**src/rtl/gpio_irq_pkg.sv**
```systemverilog
package gpio_irq_pkg;

    localparam logic [11:0] OFF_MASK   = 12'h20C;
    localparam logic [11:0] OFF_UNMASK = 12'h210;
    localparam logic [11:0] OFF_SETMSK = 12'h214;
    localparam logic [11:0] OFF_STATUS = 12'h218;
    localparam logic [11:0] OFF_TYPE   = 12'h21C;
    localparam logic [11:0] OFF_POL    = 12'h220;
    localparam logic [11:0] OFF_ANY    = 12'h224;

    typedef enum logic [2:0] {
        TRIG_LVL_LOW   = 3'd0,
        TRIG_LVL_HIGH  = 3'd1,
        TRIG_EDGE_FALL = 3'd2,
        TRIG_EDGE_RISE = 3'd3,
        TRIG_EDGE_BOTH = 3'd4
    } trig_mode_e;

    function automatic trig_mode_e decode_mode(input logic is_edge,
                                               input logic pol,
                                               input logic any);
        trig_mode_e m;
        if (!is_edge)
            m = pol ? TRIG_LVL_HIGH : TRIG_LVL_LOW;
        else if (any)
            m = TRIG_EDGE_BOTH;
        else
            m = pol ? TRIG_EDGE_RISE : TRIG_EDGE_FALL;
        return m;
    endfunction

endpackage

```
**src/rtl/gir_cfg_regs.sv**
```systemverilog
module gir_cfg_regs
    import gpio_irq_pkg::*;
#(
    parameter int N_PINS = 32,
    parameter int ADDR_W = 12
) (
    input  logic              clk,
    input  logic              rst_n,
    input  logic              wr_en,
    input  logic [ADDR_W-1:0] wr_addr,
    input  logic [N_PINS-1:0] wr_data,
    output logic [N_PINS-1:0] type_o,
    output logic [N_PINS-1:0] pol_o,
    output logic [N_PINS-1:0] any_o,
    output logic [N_PINS-1:0] mask_o,
    output logic [N_PINS-1:0] clr_o
);

    logic [N_PINS-1:0] type_q, pol_q, any_q, mask_q;

    always_ff @(posedge clk or negedge rst_n) begin
        if (!rst_n) begin
            type_q <= '0;
            pol_q  <= '0;
            any_q  <= '0;
            mask_q <= '1;
        end else if (wr_en) begin
            case (wr_addr)
                OFF_TYPE:   type_q <= wr_data;
                OFF_POL:    pol_q  <= wr_data;
                OFF_ANY:    any_q  <= wr_data;
                OFF_UNMASK: mask_q <= mask_q & ~wr_data;
                OFF_SETMSK: mask_q <= mask_q | wr_data;
                default:    ;
            endcase
        end
    end

    always_comb begin
        clr_o = '0;
        if (wr_en && (wr_addr == OFF_STATUS))
            clr_o = wr_data;
    end

    assign type_o = type_q;
    assign pol_o  = pol_q;
    assign any_o  = any_q;
    assign mask_o = mask_q;

    AST_UNMASK_CLEARS: assert property (@(posedge clk) disable iff (!rst_n)
        (wr_en && wr_addr == OFF_UNMASK) |=> ((mask_q & $past(wr_data)) == '0));
    AST_SETMASK_SETS: assert property (@(posedge clk) disable iff (!rst_n)
        (wr_en && wr_addr == OFF_SETMSK) |=> ((mask_q & $past(wr_data)) == $past(wr_data)));
    AST_MASK_IDLE_STABLE: assert property (@(posedge clk) disable iff (!rst_n)
        !(wr_en && (wr_addr == OFF_UNMASK || wr_addr == OFF_SETMSK)) |=> $stable(mask_q));

endmodule

```
**src/rtl/gir_pin_detect.sv**
```systemverilog
module gir_pin_detect
    import gpio_irq_pkg::*;
(
    input  logic clk,
    input  logic rst_n,
    input  logic pin_i,
    input  logic is_edge_i,
    input  logic pol_i,
    input  logic any_i,
    output logic event_o
);

    logic       prev_q;
    trig_mode_e mode;

    always_ff @(posedge clk or negedge rst_n) begin
        if (!rst_n) prev_q <= 1'b0;
        else        prev_q <= pin_i;
    end

    assign mode = decode_mode(is_edge_i, pol_i, any_i);

    always_comb begin
        unique case (mode)
            TRIG_LVL_LOW:   event_o = ~pin_i;
            TRIG_LVL_HIGH:  event_o = pin_i;
            TRIG_EDGE_FALL: event_o = prev_q & ~pin_i;
            TRIG_EDGE_RISE: event_o = ~prev_q & pin_i;
            TRIG_EDGE_BOTH: event_o = prev_q ^ pin_i;
            default:        event_o = 1'b0;
        endcase
    end

endmodule

```
**src/rtl/gir_status.sv**
```systemverilog
module gir_status #(
    parameter int N_PINS = 32
) (
    input  logic              clk,
    input  logic              rst_n,
    input  logic [N_PINS-1:0] event_i,
    input  logic [N_PINS-1:0] clr_i,
    input  logic [N_PINS-1:0] mask_i,
    output logic [N_PINS-1:0] status_o,
    output logic              irq_o
);

    logic [N_PINS-1:0] status_q;

    always_ff @(posedge clk or negedge rst_n) begin
        if (!rst_n) status_q <= '0;
        else        status_q <= (status_q & ~clr_i) | event_i;
    end

    assign status_o = status_q;
    assign irq_o    = |(status_q & ~mask_i);

    AST_EVENT_BEATS_CLEAR: assert property (@(posedge clk) disable iff (!rst_n)
        (event_i != '0) |=> ((status_q & $past(event_i)) == $past(event_i)));
    AST_W1C_CLEARS: assert property (@(posedge clk) disable iff (!rst_n)
        (clr_i != '0) |=> ((status_q & $past(clr_i & ~event_i)) == '0));
    AST_STICKY_HOLD: assert property (@(posedge clk) disable iff (!rst_n)
        (clr_i == '0) |=> ((status_q & $past(status_q)) == $past(status_q)));

endmodule

```
**src/rtl/gpio_irq_unit.sv**
```systemverilog
module gpio_irq_unit
    import gpio_irq_pkg::*;
#(
    parameter int N_PINS = 32,
    parameter int ADDR_W = 12
) (
    input  logic              clk,
    input  logic              rst_n,
    input  logic [N_PINS-1:0] pin_in,
    input  logic              bus_wr,
    input  logic [ADDR_W-1:0] bus_addr,
    input  logic [N_PINS-1:0] bus_wdata,
    output logic [N_PINS-1:0] bus_rdata,
    output logic              irq_out
);

    logic [N_PINS-1:0] type_r, pol_r, any_r, mask_r, clr_w, event_w, status_r;

    gir_cfg_regs #(.N_PINS(N_PINS), .ADDR_W(ADDR_W)) u_cfg (
        .clk     (clk),
        .rst_n   (rst_n),
        .wr_en   (bus_wr),
        .wr_addr (bus_addr),
        .wr_data (bus_wdata),
        .type_o  (type_r),
        .pol_o   (pol_r),
        .any_o   (any_r),
        .mask_o  (mask_r),
        .clr_o   (clr_w)
    );

    for (genvar p = 0; p < N_PINS; p++) begin : g_pin
        gir_pin_detect u_det (
            .clk       (clk),
            .rst_n     (rst_n),
            .pin_i     (pin_in[p]),
            .is_edge_i (type_r[p]),
            .pol_i     (pol_r[p]),
            .any_i     (any_r[p]),
            .event_o   (event_w[p])
        );
    end

    gir_status #(.N_PINS(N_PINS)) u_sts (
        .clk      (clk),
        .rst_n    (rst_n),
        .event_i  (event_w),
        .clr_i    (clr_w),
        .mask_i   (mask_r),
        .status_o (status_r),
        .irq_o    (irq_out)
    );

    always_comb begin
        case (bus_addr)
            OFF_MASK:   bus_rdata = mask_r;
            OFF_STATUS: bus_rdata = status_r;
            OFF_TYPE:   bus_rdata = type_r;
            OFF_POL:    bus_rdata = pol_r;
            OFF_ANY:    bus_rdata = any_r;
            default:    bus_rdata = '0;
        endcase
    end

    AST_IRQ_QUIET_NO_STATUS: assert property (@(posedge clk) disable iff (!rst_n)
        (status_r == '0) |-> !irq_out);
    AST_IRQ_QUIET_ALL_MASKED: assert property (@(posedge clk) disable iff (!rst_n)
        (&mask_r) |-> !irq_out);

endmodule

```
**config.mk**
```make
export PLATFORM = sky130hd
export DESIGN_NAME = gpio_irq_unit
export DESIGN_NICKNAME = d
export VERILOG_FILES = /design/src/rtl/gpio_irq_pkg.sv /design/src/rtl/gir_cfg_regs.sv /design/src/rtl/gir_pin_detect.sv /design/src/rtl/gir_status.sv /design/src/rtl/gpio_irq_unit.sv
export SDC_FILE = /design/constraint.sdc
export NUM_CORES = 1
export LEC_CHECK = 0
export ABC_AREA = 1
export BUFFER_PORTS_ARGS = -buffer_cell sky130_fd_sc_hd__buf_2
export CAP_MARGIN = 0
export CORE_ASPECT_RATIO = 0.8
export CORE_UTILIZATION = 50
export CTS_CLUSTER_DIAMETER = 120
export DETAILED_ROUTE_END_ITERATION = 7
export GPL_ROUTABILITY_DRIVEN = 1
export GPL_TIMING_DRIVEN = 0
export PLACE_DENSITY = 0.68
export SYNTH_ARGS = -nofsm -noshare
export SYNTH_HDL_FRONTEND = slang
export SYNTH_HIERARCHICAL = 1
export SYNTH_SLANG_ARGS = --single-unit
```
**constraint.sdc**
```tcl
create_clock -name clk -period 2.3 [get_ports clk]
set_input_delay 0.345 -clock clk [delete_from_list [all_inputs] [get_ports clk]]
set_output_delay 0.345 -clock clk [all_outputs]
set_load 0.05 [all_outputs]
```
==> summary.log, run 1 <==
qor: clocking.max-clock-path-buffers 2
qor: setup_path.worstReg2RegStart g_pin[31].u_det/prev_q
qor: setup_path.crit_path_capture_type output port
qor: floorplanning.design.core.area 25600 sq um
qor: clocking.clk_root_buffer_cell sky130_fd_sc_hd__clkbuf_16
qor: grt.grt_util_all_layers 31.9%
qor: logic_synthesis.synthesis.nets 2069
qor: timing.maxSlewHeadroom 45.3%
qor: timing.finalSetupViolations 0
qor: power.static-leakage-power 8.81 nW
qor: clocking.clock_tree.htree_level_count 4
qor: run.max_cap_viol_count 0
qor: timing.timing.final.max_slew_violations 0
qor: timing.final.period_utilization 99.6%
qor: logic_synthesis.synth_cell_types 25
qor: status.status complete, no violations
qor: routing.detail_route.wirelength 42000 um
qor: logic_synthesis.yosysSeqAreaShare 36.8%
qor: floorplanning.chipHeight 147 um
qor: timing.worstMarginPinSlew 0.821 ns
qor: placed_design.port_buffers 111
qor: power.power.density_cell_area 471 nW/um^2
qor: floorplanning.ios 112
qor: logic_synthesis.synth-warning-count 6
qor: finish.layout.cell_area.non_filler 14900 sq um
qor: floorplanning.initial_core_utilization 51.5%
qor: logic_synthesis.syn_area_per_cell 6.84 sq um
qor: finish.drive_above_1_share 16.1%
qor: placed_design.post-place-ws -0.121 ns
qor: logic_synthesis.synth_area 13200 sq um
qor: logic_synthesis.synth-edff-count 0
qor: routing.postRouteAntennaNets 0
qor: routing.drt_iter0_markers 1462
qor: setup_path.crit_fanout 10
qor: placed_design.routabilityCongestion 0.960
qor: setup_path.worstRegToRegCells 5
qor: clocking.numClockSinks 192
qor: setup_path.worst-r2r-setup-slack 1.14 ns
qor: routing.drcViolationCount 0
qor: placed_design.placed_cell_area 14200 sq um
qor: routing.route.vias.total 12900
qor: setup_path.crit_path_start bus_addr[7]
qor: placed_design.dpl_hpwl 29200 um
qor: timing.timing_hold_violations_final 0
qor: setup_path.timing.setup.critical_path_class input port to output port
qor: clocking.worst_setup_hold_path_clk_slew 0.08 ns
qor: timing.maxClockFrequency 436 MHz
qor: clocking.clock_tree_from_tritoncts built
qor: floorplanning.fp-row-count 52
qor: grt.global_route.overflow_total 0
qor: logic_synthesis.syn-instance-count 1926
qor: grt.grt_start_max_net_pins 111
qor: grt.grt_first_pass_wirelength 65200 um
qor: timing.rsz0062_at_grt true
qor: floorplanning.die_width 183 um
qor: clocking.cts_inserted_buffers 17
qor: routing.vias_per_cell 5.33
qor: setup_path.worst_setup_path_start_kind input port
qor: power.maximum_vdd_drop 557 uV
qor: timing.setup_slack 0.00808 ns
qor: setup_path.cp_data_arrival_time 1.95 ns
qor: grt.antenna_found_initial 1
qor: clocking.clock_latency 0.45 ns
qor: floorplanning.die-area 27000 sq um
qor: setup_path.worst_ep_required_time 1.96 ns
qor: logic_synthesis.dominantRegCellSynth sky130_fd_sc_hd__dfrtp_1
qor: logic_synthesis.synth-seq-cells 192
qor: routing.wl_per_cell 17.3 um
qor: timing.maximum_clock_skew_at_final_layout 0.0117 ns
qor: setup_path.worstSetupEndpoint bus_rdata[30]
qor: hold_path.worstHoldPathType input port to flop
qor: routing.drt_pre_antenna_iters 6
qor: finish.area.growth.synth_to_final 13.2%
qor: setup_path.critical_path.reg2reg.endpoint u_sts/status_o[31]
qor: timing.time_the_worst_path_needs_with_i_o_delays_and_setup 2.29 ns
qor: finish.final_core_utilization 58.3%
qor: grt.grt_pass1_vias 11900
qor: logic_synthesis.synth-async-reset-ratio 100%
qor: finish.nNetsFinal 2204
[cell usage in the layout, fill, tap and decap left out, types with 2 or more instances in the layout]
master                       instances
sky130_fd_sc_hd__o21ai_0            18
sky130_fd_sc_hd__dfstp_2            32
sky130_fd_sc_hd__a21oi_2            32
sky130_fd_sc_hd__buf_2             122
sky130_fd_sc_hd__nand2_1           600
sky130_fd_sc_hd__dfrtp_1           160
sky130_fd_sc_hd__inv_1             393
sky130_fd_sc_hd__ha_1               64
sky130_fd_sc_hd__clkbuf_1           18
sky130_fd_sc_hd__o21ai_1            17
sky130_fd_sc_hd__nor3_1             32
sky130_fd_sc_hd__clkinv_4            3
sky130_fd_sc_hd__inv_6               4
sky130_fd_sc_hd__nand3_2            34
sky130_fd_sc_hd__inv_2               3
sky130_fd_sc_hd__nand2_2             5
sky130_fd_sc_hd__nand3_1           164
sky130_fd_sc_hd__clkbuf_16          17
sky130_fd_sc_hd__clkbuf_4           20
sky130_fd_sc_hd__nor2_2              8
sky130_fd_sc_hd__o21bai_1           32
sky130_fd_sc_hd__nor2_1            145
sky130_fd_sc_hd__nand4_1            97
sky130_fd_sc_hd__buf_6               7
sky130_fd_sc_hd__clkinvlp_4          4
sky130_fd_sc_hd__buf_4              25
sky130_fd_sc_hd__nand2_4             2
sky130_fd_sc_hd__nor2_4              7
[per-stage QoR]
stage	TNS [ns]	hold WS, ns	cells	power (W)
after global routing	-0.121	0.0311	2426	0.00726
final	0	0.0371	2426	0.00702
after floorplan	0	0.0494	1926	0.00384
after global placement	-452.87	0.482	2388	0.00415
after CTS	0	0.0292	2422	0.00704
after detailed placement	-1.07	0.394	2389	0.00417
[layout make-up]
| cell class | count | area [sq um] |
|---|---|---|
| buffer | 77 | 472 |
| fill | 2442 | 10700 |
| clock inverter | 12 | 103 |
| timing repair buffer | 116 | 668 |
| clock buffer | 20 | 447 |
| sequential | 192 | 4840 |
| tap | 351 | 439 |
| antenna | 1 | 2.50 |
| inverter | 398 | 1500 |
| multi-input combinational | 1259 | 6430 |
[synth_stat cells (4+ instances only)]
master	count	area, sq um
sky130_fd_sc_hd__o21bai_1	32	240
sky130_fd_sc_hd__buf_2	40	200
sky130_fd_sc_hd__nand2_2	5	31.3
sky130_fd_sc_hd__nand3_1	165	826
sky130_fd_sc_hd__o21ai_0	19	95.1
sky130_fd_sc_hd__nand2_1	601	2260
sky130_fd_sc_hd__nand3_2	33	330
sky130_fd_sc_hd__a21oi_2	32	280
sky130_fd_sc_hd__dfstp_2	32	841
sky130_fd_sc_hd__clkbuf_1	16	60.1
sky130_fd_sc_hd__buf_4	21	158
sky130_fd_sc_hd__inv_1	393	1480
sky130_fd_sc_hd__nor2_4	6	67.6
sky130_fd_sc_hd__inv_2	4	15.0
sky130_fd_sc_hd__nand4_1	97	607
sky130_fd_sc_hd__nor2_1	148	556
sky130_fd_sc_hd__nor2_2	6	37.5
sky130_fd_sc_hd__ha_1	64	801
sky130_fd_sc_hd__dfrtp_1	160	4000
sky130_fd_sc_hd__o21ai_1	16	80.1
sky130_fd_sc_hd__nor3_1	32	160
[layer usage]
metal	vias to the layer above	GRT usage [%]	part of all wire, %	wire length, um
met5	-	0	0	0
met4	0	11.3	3.0	1250
met3	85	7.11	10	4340
met2	624	48.6	44	18500
met1	6019	44.6	43	18000
li1	6191	-	-	-
[timing repair]
action                                  in CTS  in global routing
hold endpoints to repair                    74                  0
pin swaps                                    0                  3
endpoints found under the setup margin      24                 33
hold buffers                                 1                  0
resized for setup                            5                 44
setup buffers                                0                  3
[worst min-delay path by stage]
stage	from	to	cells after the start
floorplan	rst_n	g_pin[0].u_det/prev_q	0
global placement	u_cfg/pol_o[26]	u_cfg/pol_o[26]	2
detailed placement	rst_n	g_pin[13].u_det/prev_q	1
CTS	pin_in[11]	g_pin[11].u_det/prev_q	1
global route	pin_in[11]	g_pin[11].u_det/prev_q	1
finish	pin_in[12]	g_pin[12].u_det/prev_q	1
[report_power, final]
group	switching (W)	leakage, nW	internal (W)
Clock	0.00146	0.256	0.00144
Sequential	0.0000288	2.33	0.00342
Combinational	0.000461	6.22	0.000211
[critical path: stages]
cell and delay, ns:
sky130_fd_sc_hd__buf_2 0.14, sky130_fd_sc_hd__nor2_2 0.20, sky130_fd_sc_hd__nand2_1 0.15, sky130_fd_sc_hd__nor2_4 0.17
sky130_fd_sc_hd__buf_6 0.21, sky130_fd_sc_hd__nand2_4 0.18, sky130_fd_sc_hd__nor2_1 0.14, sky130_fd_sc_hd__nor2_1 0.06
sky130_fd_sc_hd__nand2_1 0.09, sky130_fd_sc_hd__buf_2 0.27
[cell families (layout without fill, tap and decap cells)]
logic type               after synthesis  count (layout)  synth area share [%]
AO/OA/AOI/OAI                         99              99                  5.28
adder cells (fa/ha/maj)               64              64                  6.08
buffers and inverters                475             623                  14.5
flip-flops                           192             192                  36.8
other                                  0               1                     0
AND/OR/NAND/NOR                     1096            1096                  37.3
(Power assumes the default switching activity.)
==> run 2, diff against run 1 <==
--- a/config.mk
+++ b/config.mk
@@ -14,6 +14,7 @@
 export DETAILED_ROUTE_END_ITERATION = 7
 export GPL_ROUTABILITY_DRIVEN = 1
 export GPL_TIMING_DRIVEN = 0
+export MAX_ROUTING_LAYER = met4
 export PLACE_DENSITY = 0.68
 export SYNTH_ARGS = -nofsm -noshare
 export SYNTH_HDL_FRONTEND = slang
==> summary.log, run 2 (synthesis gave the netlist of run 1 again) <==
qor: setup_path.critPathTopFamily buffers and inverters
qor: setup_path.cp_cell_sequence buf_2 > nor2_2 > nand3_1 > inv_4 > buf_4 > nand3_1 > nand2_1 > nor2_1 > nand2_1 > clkbuf_4
qor: power.static-leakage-power 8.83 nW [+0.25%]
qor: placed_design.port_buffers 111 [unchanged]
qor: hold_path.hold_start pin_in[7]
qor: setup_path.worst_setup_path_start_kind input port
qor: grt.grt_util_all_layers 32.9% [+0.97 points]
qor: floorplanning.chipHeight 147 um [unchanged]
qor: setup_path.worstRegToRegCells 5 [unchanged]
qor: grt.grt_start_max_net_pins 104 [-6.3%]
qor: grt.grt_first_pass_wirelength 65700 um [+0.65%]
qor: routing.routed-wl-met2 18400 um [-0.41%]
qor: clocking.cts_inserted_buffers 17 [unchanged]
qor: routing.drt_pre_antenna_iters 5 [-1]
qor: setup_path.critical_path.max_stage_delay 0.27 ns [about the same]
qor: timing.maximum_clock_skew_at_final_layout 0.00875 ns [-0.00297 ns]
qor: routing.detail_route.wirelength 41800 um [-0.59%]
qor: grt.antenna_found_initial 2 [+1]
qor: setup_path.worst-path-buf-inv 4 [+1]
qor: routing.m1_wl 17900 um [-0.40%]
qor: clocking.clock_tree_from_tritoncts built
qor: timing.maxClockFrequency 439 MHz [+0.72%]
qor: status.status complete, no violations
qor: routing.vias_per_cell 5.31 [-0.26%]
qor: timing.worstMarginPinSlew 0.850 ns [+0.0287 ns]
qor: floorplanning.design.core.area 25600 sq um [unchanged]
qor: routing.postRouteAntennaNets 0 [unchanged]
qor: floorplanning.die-area 27000 sq um [unchanged]
qor: grt.grt_pass1_vias 12000 [+0.83%]
qor: timing.timing.final.max_slew_violations 0 [unchanged]
qor: grt.global_route.overflow_total 0 [unchanged]
qor: setup_path.crit_fanout 10 [unchanged]
qor: routing.route.met3.wl 4240 um [-2.4%]
qor: placed_design.dpl_hpwl 29200 um [about the same]
qor: setup_path.crit_path_top_delay_cell sky130_fd_sc_hd__buf_4
qor: routing.highest_layer met4
qor: timing.rsz0062_at_grt true
qor: finish.drive_above_1_share 16.0% [-0.089 points]
qor: hold_path.endpoint_with_the_worst_hold_slack g_pin[7].u_det/prev_q
qor: finish.area.growth.synth_to_final 13.5%
qor: routing.drt_iter0_markers 1347 [-7.9%]
qor: setup_path.cp_data_arrival_time 1.93 ns [-0.02 ns]
qor: timing.timing_hold_violations_final 0 [unchanged]
qor: hold_path.worst_hold_path.num_cells 1 [unchanged]
qor: placed_design.routabilityCongestion 0.980 [+2.2%]
qor: finish.most-common-layout-cells sky130_fd_sc_hd__nand2_1 (600), sky130_fd_sc_hd__inv_1 (393), sky130_fd_sc_hd__nand3_1 (165), sky130_fd_sc_hd__dfrtp_1 (160), sky130_fd_sc_hd__nor2_1 (146)
qor: hold_path.worstHoldPathType input port to flop
qor: timing.final.period_utilization 98.9% [-0.72 points]
qor: finish.nNetsFinal 2204 [unchanged]
qor: placed_design.number_of_placed_instances_with_taps_included 2389 [unchanged]
qor: timing.maxSlewHeadroom 43.4% [-1.9 points]
qor: setup_path.worst_ep_required_time 1.96 ns [about the same]
qor: setup_path.critical_path.reg2reg.endpoint u_sts/status_o[24]
qor: timing.hold-worst-slack 0.0386 ns [+0.00143 ns]
qor: floorplanning.initial_core_utilization 51.5% [unchanged]
qor: floorplanning.fp-row-count 52 [unchanged]
qor: setup_path.worst-r2r-setup-slack 1.13 ns [about the same]
qor: placed_design.post-place-ws -0.128 ns [-0.00699 ns]
qor: power.power.density_cell_area 481 nW/um^2 [+2.2%]
qor: timing.time_the_worst_path_needs_with_i_o_delays_and_setup 2.28 ns [-0.0165 ns]
qor: power.maximum_vdd_drop 543 uV [-2.4%]
qor: routing.route.vias.total 12900 [-0.26%]
qor: setup_path.worstReg2RegStart g_pin[24].u_det/prev_q
qor: floorplanning.ios 112 [unchanged]
qor: setup_path.crit_path_capture_type output port
qor: clocking.max-clock-path-buffers 2 [unchanged]
qor: routing.wl_per_cell 17.2 um [-0.59%]
qor: clocking.clock_latency 0.45 ns [about the same]
qor: timing.final.setup.tns 0 ns [unchanged]
qor: routing.drcViolationCount 0 [unchanged]
qor: run.max_cap_viol_count 0 [unchanged]
qor: finish.finalNonFillerCells 2426 [unchanged]
qor: clocking.clock_tree.htree_level_count 4 [unchanged]
qor: setup_path.timing.setup.critical_path_class input port to output port
qor: finish.layout_commonest_cell sky130_fd_sc_hd__nand2_1
qor: clocking.clk_root_buffer_cell sky130_fd_sc_hd__clkbuf_16
qor: clocking.numClockSinks 192 [unchanged]
qor: timing.finalSetupViolations 0 [unchanged]
qor: clocking.worst_setup_hold_path_clk_slew 0.08 ns [about the same]
qor: timing.setup_slack 0.0246 ns [+0.0165 ns]
qor: floorplanning.die_width 183 um [unchanged]
==> run 2: changes by cell type in the layout (fill, tap and decap cells not counted), sizes merged <==
cell | before | now
inv | 402 | 398
bufinv | 0 | 2
clkinv | 4 | 5
diode | 1 | 2
==> run 2: report_power, final <==
group	total, W	leakage, nW	switching (W)	internal (W)
Clock	0.00307	0.275	0.00141	0.00166
Combinational	0.000674	6.23	0.000462	0.000212
Sequential	0.00345	2.33	0.0000281	0.00342
Total	0.00719	8.83	0.00190	0.00530
==> run 2: routing by layer <==
metal | track usage, % | vias up
met5 | - | -
met4 | 12.3 | 0
met3 | 7.11 | 82
met2 | 48.6 | 603
li1 | - | 6201
met1 | 44.2 | 5999
==> run 2: final cells by class <==
| class | instances | area, sq um |
|---|---|---|
| repair buffers | 116 | 667 |
| fillers | 2481 | 10600 |
| clock inverters | 11 | 134 |
| clock buffers | 20 | 457 |
| plain buffers | 77 | 474 |
| diodes | 2 | 5.00 |
| well taps | 351 | 439 |
| inverters | 398 | 1500 |
| multi-input cells | 1259 | 6430 |
| flip-flops and latches | 192 | 4840 |
==> run 2: per-stage QoR <==
stage	total power (W)	area, sq um	utilization [%]
after CTS	0.00722	14800	58.0
after global routing	0.00745	14900	58.5
after global placement	0.00414	14200	55.4
after floorplan	0.00384	13200	-
after detailed placement	0.00417	14200	55.5
final	0.00719	14900	58.5
==> run 2: worst max-delay path by stage <==
stage | start | end | slack, ns | cells after the start
2_1_floorplan | bus_addr[11] | bus_rdata[17] | 0.52 | 8
3_3_place_gp | rst_n | g_pin[28].u_det/prev_q | -2.57 | 1
3_5_place_dp | bus_addr[1] | bus_rdata[0] | -0.13 | 9
4_1_cts | bus_addr[1] | bus_rdata[2] | 0.005 | 10
5_1_grt | bus_addr[7] | bus_rdata[1] | -0.02 | 10
6_report | bus_addr[7] | bus_rdata[3] | 0.02 | 10
==> run 2: what timing repair did <==
item                       4_1_cts  5_1_grt
hold buffers                     1        0
gates cloned                     0        0
setup endpoints to repair       22       32
pin swaps                        1        2
setup buffers                    2        1
hold endpoints to repair        81        0
gates resized for setup          4       42
==> run 3, diff against run 2 <==
--- a/config.mk
+++ b/config.mk
@@ -8,14 +8,17 @@
 export ABC_AREA = 1
 export BUFFER_PORTS_ARGS = -buffer_cell sky130_fd_sc_hd__buf_2
 export CAP_MARGIN = 0
+export CELL_PAD_IN_SITES_DETAIL_PLACEMENT = 1
+export CELL_PAD_IN_SITES_GLOBAL_PLACEMENT = 2
 export CORE_ASPECT_RATIO = 0.8
-export CORE_UTILIZATION = 50
+export CORE_UTILIZATION = 37
 export CTS_CLUSTER_DIAMETER = 120
 export DETAILED_ROUTE_END_ITERATION = 7
 export GPL_ROUTABILITY_DRIVEN = 1
 export GPL_TIMING_DRIVEN = 0
+export HOLD_SLACK_MARGIN = 0.06
 export MAX_ROUTING_LAYER = met4
-export PLACE_DENSITY = 0.68
+export PLACE_DENSITY = 0.86
 export SYNTH_ARGS = -nofsm -noshare
 export SYNTH_HDL_FRONTEND = slang
 export SYNTH_HIERARCHICAL = 1
==> summary.log, run 3 (synthesis gave the netlist of run 1 again) <==
qor: status.status complete, no violations
qor: grt.grt_util_all_layers 29.6% [-3.3 points]
qor: clocking.clock_tree.htree_level_count 4 [unchanged]
qor: clocking.clock_tree_from_tritoncts built
qor: clocking.cts_inserted_buffers 17 [unchanged]
qor: setup_path.worst_ep_required_time 1.96 ns [about the same]
qor: floorplanning.initial_core_utilization 37.7% [-14 points]
qor: timing.maximum_clock_skew_at_final_layout 0.0122 ns [+0.00350 ns]
qor: finish.fillerInstances 4574 [+84%]
qor: timing.setup_slack 0.00743 ns [-0.0171 ns]
qor: finish.most-common-layout-cells sky130_fd_sc_hd__nand2_1 (599), sky130_fd_sc_hd__inv_1 (393), sky130_fd_sc_hd__nand3_1 (164), sky130_fd_sc_hd__dfrtp_1 (160), sky130_fd_sc_hd__nor2_1 (142)
qor: routing.drcViolationCount 0 [unchanged]
qor: timing.rsz0062_at_grt true
qor: setup_path.crit_path_top_delay_cell sky130_fd_sc_hd__buf_2
qor: setup_path.critical_path.max_stage_delay 0.35 ns [+0.08 ns]
qor: timing.maxSlewHeadroom 39.0% [-4.4 points]
qor: floorplanning.die-area 36300 sq um [+35%]
qor: finish.area.growth.synth_to_final 17.7%
qor: setup_path.cp_cell_sequence buf_2 > nor2_2 > nand2_1 > nor2_4 > buf_2 > nand3_1 > nand2_1 > nor2_1 > nand2_1 > buf_2
qor: clocking.numClockSinks 192 [unchanged]
qor: floorplanning.chipHeight 171 um [+16%]
qor: timing.maxClockFrequency 436 MHz [-0.75%]
qor: timing.timing.final.max_slew_violations 0 [unchanged]
qor: grt.antenna_found_initial 0 [-2]
qor: power.power.density_cell_area 473 nW/um^2 [-1.6%]
qor: timing.final.setup.tns 0 ns [unchanged]
qor: routing.route.vias.total 13200 [+2.7%]
qor: setup_path.timing.setup.critical_path_class input port to output port
qor: timing.worstMarginPinSlew 0.915 ns [+0.0655 ns]
qor: grt.grt_start_max_net_pins 105 [+0.96%]
qor: run.max_cap_viol_count 0 [unchanged]
qor: routing.postRouteAntennaNets 0 [unchanged]
qor: routing.drt_pre_antenna_iters 6 [+1]
qor: power.static-leakage-power 9.00 nW [+1.9%]
qor: clocking.worst_setup_hold_path_clk_slew 0.08 ns [about the same]
qor: floorplanning.die_width 213 um [+16%]
qor: timing.time_the_worst_path_needs_with_i_o_delays_and_setup 2.29 ns [+0.0171 ns]
qor: grt.grt_pass1_vias 13400 [+12%]
qor: finish.nNetsFinal 2241 [+1.7%]
qor: grt.grt_first_pass_wirelength 77600 um [+18%]
qor: grt.global_route.overflow_total 0 [unchanged]
qor: finish.layout_commonest_cell sky130_fd_sc_hd__nand2_1
qor: power.maximum_vdd_drop 355 uV [-35%]
qor: floorplanning.design.core.area 34900 sq um [+36%]
qor: setup_path.crit_path_capture_type output port
qor: timing.timing_hold_violations_final 0 [unchanged]
qor: clocking.clk_root_buffer_cell sky130_fd_sc_hd__clkbuf_16
qor: routing.wl_per_cell 19.4 um [+13%]
qor: hold_path.worstHoldPathType input port to flop
qor: timing.final.period_utilization 99.7% [+0.75 points]
qor: setup_path.crit_fanout 10 [unchanged]
qor: finish.drive_above_1_share 16.3% [+0.33 points]
qor: clocking.max-clock-path-buffers 2 [unchanged]
qor: routing.vias_per_cell 5.12 [-3.6%]
qor: floorplanning.ios 112 [unchanged]
qor: placed_design.post-place-ws -0.259 ns [-0.130 ns]
qor: placed_design.port_buffers 111 [unchanged]
qor: clocking.clock_latency 0.47 ns [+0.02 ns]
qor: timing.hold-worst-slack 0.185 ns [+0.147 ns]
qor: floorplanning.fp-row-count 61 [+17%]
qor: placed_design.routabilityCongestion 0.866 [-12%]
qor: setup_path.cp_data_arrival_time 1.95 ns [+0.02 ns]
qor: routing.drt_iter0_markers 821 [-39%]
qor: setup_path.worst_setup_path_start_kind input port
qor: routing.detail_route.wirelength 50200 um [+20%]
qor: placed_design.dpl_hpwl 35900 um [+23%]
qor: timing.finalSetupViolations 0 [unchanged]
==> run 3: cell types whose count changed in the layout (fill, tap and decap cells not counted), moves of 2 or more <==
cell                            before  now
sky130_fd_sc_hd__nor2_1            146  142
sky130_fd_sc_hd__buf_4              23   31
sky130_fd_sc_hd__clkinv_2            1    4
sky130_fd_sc_hd__buf_2             123  116
sky130_fd_sc_hd__inv_6               1    4
sky130_fd_sc_hd__clkbuf_8            2    0
sky130_fd_sc_hd__nor2_2              6   10
sky130_fd_sc_hd__buf_6               8   11
sky130_fd_sc_hd__dlygate4sd3_1       1   33
==> run 3: area by class of cell <==
| cell class | count | area [sq um] | area share (%) |
|---|---|---|---|
| Antenna cell | 1 | 2.50 | 0.0161 |
| Buffer | 77 | 485 | 3.13 |
| Clock buffer | 17 | 425 | 2.75 |
| Clock inverter | 15 | 158 | 1.02 |
| Inverter | 398 | 1500 | 9.68 |
| Multi-Input combinational cell | 1259 | 6450 | 41.6 |
| Sequential cell | 192 | 4840 | 31.3 |
| Tap cell | 472 | 591 | 3.81 |
| Timing Repair Buffer | 153 | 1040 | 6.73 |
==> run 3: final timing paths <==
path,startpoint,end,slack (ns),cells after the start
worst min-delay path,bus_wdata[25],u_cfg/any_o[25],0.19,3
worst max register to register,g_pin[27].u_det/prev_q,u_sts/status_o[27],1.14,5
max in group asynchronous,rst_n,u_cfg/any_o[2],0.82,3
worst min register to register,u_cfg/pol_o[23],u_cfg/pol_o[23],0.51,2
worst max-delay path,bus_addr[7],bus_rdata[18],0.007,10
min in group asynchronous,rst_n,g_pin[16].u_det/prev_q,0.44,2
==> run 3: worst max-delay path, delay by kind of cell <==
kind	cells	cell delay (ns)
buffers and inverters	3	0.76
and+or+nand+nor	7	0.84
==> run 3: repair_timing <==
item / in CTS / in global routing
hold buffers: 33 / 0
resized for setup: 14 / 49
hold endpoints to repair: 107 / 0
pin swaps: 1 / 6
setup endpoints to repair: 31 / 33
buffers inserted: 4 / 4
==> run 3: where the power goes <==
part           internal [W]  switching [W]  total [W]  leakage, nW
Clock               0.00161        0.00153    0.00314        0.276
Sequential          0.00342      0.0000294    0.00345         2.33
Combinational      0.000252       0.000494   0.000746         6.39
==> run 3: layer usage <==
metal	vias to the layer above	track usage [%]	share of wire, %
met5	-	-	0
met4	0	8.73	2.1
met3	59	5.05	5.1
met2	323	46.3	46
met1	6587	39.1	47
li1	6258	-	-
==> run 3: through the flow <==
stage	utilization, %	instance area (sq um)	total power [W]	instances
floorplan	-	13200	0.00384	1926
global placement	41.0	14300	0.00417	2509
detailed placement	41.1	14400	0.00421	2510
CTS	44.0	15300	0.00738	2579
global route	44.4	15500	0.00758	2583
finish	44.4	15500	0.00734	2584
